**src/rtl/brg_pkg.sv**
```systemverilog
package brg_pkg;
    typedef enum logic {ST_OFF = 1'b0, ST_RUN = 1'b1} brg_state_e;
    localparam int CTL_EN_BIT  = 16;
    localparam int CTL_PRE_BIT = 0;
    localparam int PRE_RATIO   = 16;
endpackage

```
**src/rtl/brg_decode.sv**
```systemverilog
module brg_decode #(
    parameter int NUM_GEN = 8,
    parameter int DATA_W  = 32,
    localparam int ADDR_W = $clog2(NUM_GEN)
) (
    input  logic                      clk,
    input  logic                      rst_n,
    input  logic                      bus_wr,
    input  logic [ADDR_W-1:0]         bus_addr,
    input  logic [NUM_GEN*DATA_W-1:0] cfg_flat,
    output logic [NUM_GEN-1:0]        wr_stb,
    output logic [DATA_W-1:0]         rdata
);
    for (genvar g = 0; g < NUM_GEN; g++) begin : g_stb
        assign wr_stb[g] = bus_wr && (bus_addr == ADDR_W'(g));
    end

    always_comb begin
        rdata = '0;
        for (int g = 0; g < NUM_GEN; g++) begin
            if (bus_addr == ADDR_W'(g)) rdata = cfg_flat[g*DATA_W +: DATA_W];
        end
    end


    wr_onehot_chk: assert property (@(posedge clk) disable iff (!rst_n)
        $onehot0(wr_stb) && (bus_wr == (wr_stb != '0)));
endmodule

```
**src/rtl/brg_channel.sv**
```systemverilog
module brg_channel
    import brg_pkg::*;
#(
    parameter int DATA_W = 32,
    parameter int DIV_W  = 12,
    localparam int PRE_W = $clog2(PRE_RATIO)
) (
    input  logic              clk,
    input  logic              rst_n,
    input  logic              wr_stb,
    input  logic [DATA_W-1:0] wdata,
    output logic [DATA_W-1:0] cfg_o,
    output logic              tick_o,
    output logic              clk_o
);
    brg_state_e        state_q, state_d;
    logic [DATA_W-1:0] cfg_q;
    logic [DIV_W-1:0]  cnt_q;
    logic [PRE_W-1:0]  pre_q;
    logic              tick_q, clk_q;
    logic [DIV_W-1:0]  div_f;
    logic              pre_on, step;

    assign div_f  = cfg_q[DIV_W:1];
    assign pre_on = cfg_q[CTL_PRE_BIT];
    assign step   = !pre_on || (pre_q == PRE_W'(PRE_RATIO - 1));

    always_comb begin
        state_d = state_q;
        if (wr_stb) state_d = wdata[CTL_EN_BIT] ? ST_RUN : ST_OFF;
    end

    always_ff @(posedge clk) begin
        if (!rst_n) state_q <= ST_OFF;
        else        state_q <= state_d;
    end

    always_ff @(posedge clk) begin
        if (!rst_n) begin
            cfg_q  <= '0;
            cnt_q  <= '0;
            pre_q  <= '0;
            tick_q <= 1'b0;
            clk_q  <= 1'b0;
        end else if (wr_stb) begin
            cfg_q  <= wdata;
            cnt_q  <= wdata[DIV_W:1];
            pre_q  <= '0;
            tick_q <= 1'b0;
            clk_q  <= 1'b0;
        end else begin
            unique case (state_q)
                ST_OFF: begin
                    cnt_q  <= div_f;
                    pre_q  <= '0;
                    tick_q <= 1'b0;
                    clk_q  <= 1'b0;
                end
                ST_RUN: begin
                    tick_q <= 1'b0;
                    if (pre_on) pre_q <= pre_q + 1'b1;
                    if (step) begin
                        if (cnt_q == '0) begin
                            cnt_q  <= div_f;
                            tick_q <= 1'b1;
                            clk_q  <= ~clk_q;
                        end else begin
                            cnt_q <= cnt_q - 1'b1;
                        end
                    end
                end
                default: ;
            endcase
        end
    end

    assign cfg_o  = cfg_q;
    assign tick_o = tick_q;
    assign clk_o  = clk_q;


    off_quiet_chk: assert property (@(posedge clk) disable iff (!rst_n)
        (state_q == ST_OFF) |-> (!tick_q && !clk_q));

    cnt_bound_chk: assert property (@(posedge clk) disable iff (!rst_n)
        cnt_q <= div_f);

    pre_idle_chk: assert property (@(posedge clk) disable iff (!rst_n)
        !pre_on |-> (pre_q == '0));

    clk_toggle_chk: assert property (@(posedge clk) disable iff (!rst_n)
        tick_q |-> (clk_q != $past(clk_q)));
endmodule

```
**src/rtl/baud_gen_bank.sv**
```systemverilog
module baud_gen_bank #(
    parameter int NUM_BANKS = 2,
    parameter int PER_BANK  = 4,
    parameter int DATA_W    = 32,
    parameter int DIV_W     = 12,
    localparam int NUM_GEN  = NUM_BANKS * PER_BANK,
    localparam int ADDR_W   = $clog2(NUM_GEN)
) (
    input  logic               clk,
    input  logic               rst_n,
    input  logic               bus_wr,
    input  logic [ADDR_W-1:0]  bus_addr,
    input  logic [DATA_W-1:0]  bus_wdata,
    output logic [DATA_W-1:0]  bus_rdata,
    output logic [NUM_GEN-1:0] brg_tick,
    output logic [NUM_GEN-1:0] brg_clk
);
    logic [NUM_GEN-1:0]        wr_stb;
    logic [NUM_GEN*DATA_W-1:0] cfg_flat;

    brg_decode #(.NUM_GEN(NUM_GEN), .DATA_W(DATA_W)) u_decode (
        .clk(clk), .rst_n(rst_n), .bus_wr(bus_wr), .bus_addr(bus_addr),
        .cfg_flat(cfg_flat), .wr_stb(wr_stb), .rdata(bus_rdata)
    );

    for (genvar b = 0; b < NUM_BANKS; b++) begin : g_bank
        for (genvar s = 0; s < PER_BANK; s++) begin : g_slot
            localparam int IDX = b * PER_BANK + s;
            brg_channel #(.DATA_W(DATA_W), .DIV_W(DIV_W)) u_chan (
                .clk(clk), .rst_n(rst_n), .wr_stb(wr_stb[IDX]),
                .wdata(bus_wdata), .cfg_o(cfg_flat[IDX*DATA_W +: DATA_W]),
                .tick_o(brg_tick[IDX]), .clk_o(brg_clk[IDX])
            );
        end
    end
endmodule

```
**config.mk**
```make
export PLATFORM = sky130hd
export DESIGN_NAME = baud_gen_bank
export DESIGN_NICKNAME = d
export VERILOG_FILES = /design/src/rtl/brg_pkg.sv /design/src/rtl/brg_decode.sv /design/src/rtl/brg_channel.sv /design/src/rtl/baud_gen_bank.sv
export SDC_FILE = /design/constraint.sdc
export NUM_CORES = 1
export LEC_CHECK = 0
export BUFFER_PORTS_ARGS = -buffer_cell sky130_fd_sc_hd__buf_2
export CORE_MARGIN = 5
export CORE_UTILIZATION = 40
export DETAILED_ROUTE_END_ITERATION = 12
export GPL_TIMING_DRIVEN = 1
export REMOVE_ABC_BUFFERS = 1
export SLEW_MARGIN = 20
export SYNTH_ARGS = -nofsm -noshare
export SYNTH_HDL_FRONTEND = slang
export SYNTH_SLANG_ARGS = --single-unit
```
**constraint.sdc**
```tcl
create_clock -name clk -period 2.25 [get_ports clk]
set_clock_uncertainty 0.15 [all_clocks]
set_input_delay 0.225 -clock clk [delete_from_list [all_inputs] [get_ports clk]]
set_output_delay 0.225 -clock clk [all_outputs]
set_load 0.03 [all_outputs]
```
==> out/metrics.sh <==
OUTCOME='complete, but fails checks'
VIOLATIONS_IN_THE_FINAL_REPORTS='setup timing'
CTS_TREE='yes'
CLKTRANSATPATHREGS_NS=0.06
CTSROOTBUFFERMASTER='clkbuf_16'
CRITICAL_PATH.TOP_DELAY_FAMILY='compound AO/OA/AOI/OAI gates'
POWER.IR.VDD_WORST_uV=617.9
CTS.HTREE.LEVELS=2
CRITICAL_PATH.REG2REG.STARTPOINT='g_bank[0].g_slot[3].u_chan.cnt_q[1]$_SDFFE_PN0P_'
DETAIL_ROUTE.WL_PER_CELL_UM=20.77
TIMING_HOLD_VIOLATIONS_FINAL=0
TIMING.CRITICAL_PATH.TO_TYPE='output port'
YS_ASYNC_SR_FRACTION_PCT=0
NUM-NETS-FINAL=2851
CTS_BUFFER_DEPTH=3
PATH_BUF_INV=2
PERIOD_MINUS_SLACK_NS=2.374
POWERDENSITY_mW_PER_MM2=693.7
SYN_TO_FINAL_GROWTH_PCT=26.70
MOST-COMMON-LAYOUT-CELLS='nand2_1 (581), dfxtp_1 (369), a21oi_1 (325)'
WORST_PIN_SLEW_NS=0.6587
WORST_SETUP_PATH_STARTPOINT='g_bank[0].g_slot[3].u_chan.cfg_o[3]$_SDFFE_PN0P_'
HOLD_CLASS='primary input to flop'
ALL_LAYER_GR_USAGE_PCT=25.17
DETAILED_PLACE_HPWL_UM=48030
YOSYS_WARNINGS=0
MOST_COMMON_LIBRARY_CELL_IN_THE_LAYOUT_IGNORING_FILL_AND_TAPS='nand2_1'
GRT_OVERFLOW_TOTAL=0
SYNTH_TOP_FLOP_CELL='dfxtp_1'
DIE_WIDTH_UM=234.2
FIN_AREA_MM2=0.02547
PORTBUFFERS=85
POSTLAYOUTSETUPSLACKWORST_NS=-0.1240
REGISTER_BIT_COUNT_REPORTED_BY_YOSYS=400
INITIAL_UTILIZATION_PCT=40.24
N_FILL_CELL=4738
MULTI_INPUT_COMB_AREA_MM2=0.01156
FIRST_PASS_ITERS=5
CORE_REGION_AREA_MM2=0.04997
CRIT_PATH_CELL_TRACE='a21o_1 > a222oi_1 > buf_4 > nand2_2 > a31o_4 > buf_6'
CLKSINKCOUNT=400
DRT-VIAS-PER-INSTANCE=5.782
SYNTH-EDFF-COUNT=0
DESIGN.DIE.AREA_MM2=0.05485
CRITPATHARRIVALTIME_NS=2.00
CP-START-KIND='flop'
POST_PLACEMENT_CELL_AREA_MM2=0.02248
MAX_CLOCK_FREQ_MHz=421.2
NUMBER_OF_DISTINCT_STANDARD_CELLS_REFERENCED_BY_THE_SYNTHESIZED_NETLIST=73
SYNTH-SEQ-AREA-SHARE_PCT=39.83
CRITICAL-PATH-SLOWEST-CELL='dfxtp_2'
MAXSLEWHEADROOM_PCT=55.88
ROUTE.ANTENNA.REMAINING_NETS=0
FINAL_LAYOUT_SIZE_SUFFIX_GT1_SHARE_PCT=21.66
DIE_HEIGHT_UM=234.2
TIMING_MAX_TRANSITION_VIOLATIONS_FINAL=0
GRT_PASS1_VIAS=19250
FINAL.PERIOD_UTILIZATION_PCT=105.5
DRT_ITER0_MARKERS=1996
FINAL-SETUP-VIOL-COUNT=17
P_LEAK_nW=9.461
GP_ROUTABILITY_CONGESTION=0.9502
POST_SYNTH.CELL_AREA_AVG_UM2=7.757
DRV_CAP=0
PLACEMENTROWS=82
SYNTH.CELL_AREA_MM2=0.02011
DRC_VIOLATIONS_LEFT=0
DELAY_OF_THE_SLOWEST_CRITICAL_PATH_STAGE_NS=0.34
RSZ0062_AT_GRT='true'
TIMING_WORST_SETUP_PATH_TYPE='flop to output port'
HOLD_PATH.STARTPOINT='bus_wr'
POST-LAYOUT-TOTAL-POWER_mW=17.67
TOP_LEVEL_PORTS=86
CRITICAL_PATH.MAX_FANOUT=2
ROUTED_WL_UM=72660
ANTENNA_FOUND_INITIAL=1
WORSTSKEWPAIRLATENCY_NS=0.59
CP.REQUIRED_NS=1.88
POST_SYNTH_INST_COUNT=2592
CTS-BUFFERS-INSERTED=46
GLOBAL_ROUTE_WIRE_LENGTH_BEFORE_REPAIR_UM=110200
SEQ_AREA_MM2=0.008071
GRT_START_MAX_NET_PINS=112
DR_TOTAL_VIAS=20230
==> logic make-up after synthesis <==
| family | count (synthesis) | share of synthesized area [%] |
|---|---|---|
| buf+inv | 277 | 6.017 |
| fa+ha+maj | 24 | 1.493 |
| mux | 79 | 4.661 |
| simple gates | 1000 | 21.96 |
| compound gates | 731 | 22.51 |
| xor+xnor | 81 | 3.528 |
| flops | 400 | 39.83 |
==> metrics by stage <==
step | hold slack, ns | cells | worst slack [ns] | setup TNS [ns] | util (%)
floorplan | 0.1925 | 2348 | -3.555 | -860.18 | -
global placement | 0.2868 | 3351 | -0.06375 | -0.4524 | 44.99
detailed placement | 0.2936 | 3351 | -0.1170 | -2.460 | 44.99
CTS | 0.1080 | 3482 | -0.1484 | -0.7894 | 49.89
global route | 0.1165 | 3499 | -0.2020 | -2.379 | 50.98
finish | 0.1369 | 3499 | -0.1240 | -0.8119 | 50.98
==> synthesized netlist by cell type (22+ instances only) <==
master	n	area, µm²
dfxtp_1	400	8008
nand2b_1	28	175.2
inv_1	33	123.9
xnor2_1	35	306.5
o221ai_1	25	219.0
a21oi_1	334	1672
a22o_1	22	192.7
ha_1	24	300.3
nor2_1	138	518.0
xor2_1	46	402.9
clkbuf_1	169	634.4
o21ai_0	128	640.6
nand3_1	56	280.3
a211oi_1	29	217.7
nand2_1	584	2192
buf_4	37	277.8
buf_1	23	86.33
a22oi_1	28	210.2
nor3_1	53	265.3
nor4_1	26	162.7
mux2i_1	55	550.5
==> what timing repair did <==
action / CTS / global route
buffers inserted: 13 / 14
pin swaps: 27 / 36
gates resized for setup: 133 / 99
cloned: 1 / 2
setup endpoints to repair: 59 / 68
hold endpoints to repair: 223 / 0
hold buffers: 33 / 0
==> worst register-to-register path, stage by stage (launching register included) <==
cell and delay (ns):
dfxtp_2 0.33, inv_2 0.07, ha_4 0.13, or4b_4 0.49
o41ai_4 0.34, buf_6 0.19, buf_6 0.10, buf_6 0.11
nand2_1 0.06, o211a_1 0.14, a211oi_2 0.13
==> power breakdown <==
| part | switching [mW] | internal (mW) | total (mW) | leakage, nW |
|---|---|---|---|---|
| Sequential | 0.135 | 7.23 | 7.37 | 3.25 |
| Combinational | 1.43 | 1.02 | 2.45 | 5.44 |
| Clock | 3.16 | 4.69 | 7.86 | 0.768 |
| Total | 4.72 | 12.9 | 17.7 | 9.46 |
==> layer usage <==
layer / wire [µm] / vias up / track usage, %
li1: - / 9515 / -
met1: 31250 / 9782 / 34.36
met2: 33280 / 776 / 40.26
met3: 5545 / 158 / 4.347
met4: 2586 / 0 / 8.901
met5: 0 / - / 0
==> registers in the layout, indices dropped and copies added (netlist names) <==
register                     flops
g_bank.g_slot.u_chan.cnt_q      96
g_bank.g_slot.u_chan.pre_q      32
g_bank.g_slot.u_chan.tick_o      8
g_bank.g_slot.u_chan.clk_o       8
g_bank.g_slot.u_chan.cfg_o     256
==> worst paths after layout <==
kind,end,cells after the start,slack [ns]
max reg2reg,g_bank[0].g_slot[3].u_chan.cnt_q[7]$_SDFFE_PN0P_,10,-0.06
min reg2reg,g_bank[1].g_slot[2].u_chan.cfg_o[18]$_SDFFE_PN0P_,2,0.30
max,bus_rdata[3],6,-0.12
min,g_bank[1].g_slot[0].u_chan.cnt_q[3]$_SDFFE_PN0P_,4,0.14
==> area by class of cell <==
type	count	share of cell area, %
multi-input cells	1915	45.36
flip-flops and latches	400	31.68
repair buffers	393	12.98
clock buffers	71	5.442
well taps	672	3.301
clock inverters	14	0.7024
inverters	33	0.5157
diodes	1	0.009823
No activity file was read; power rests on OpenSTA's default activity.
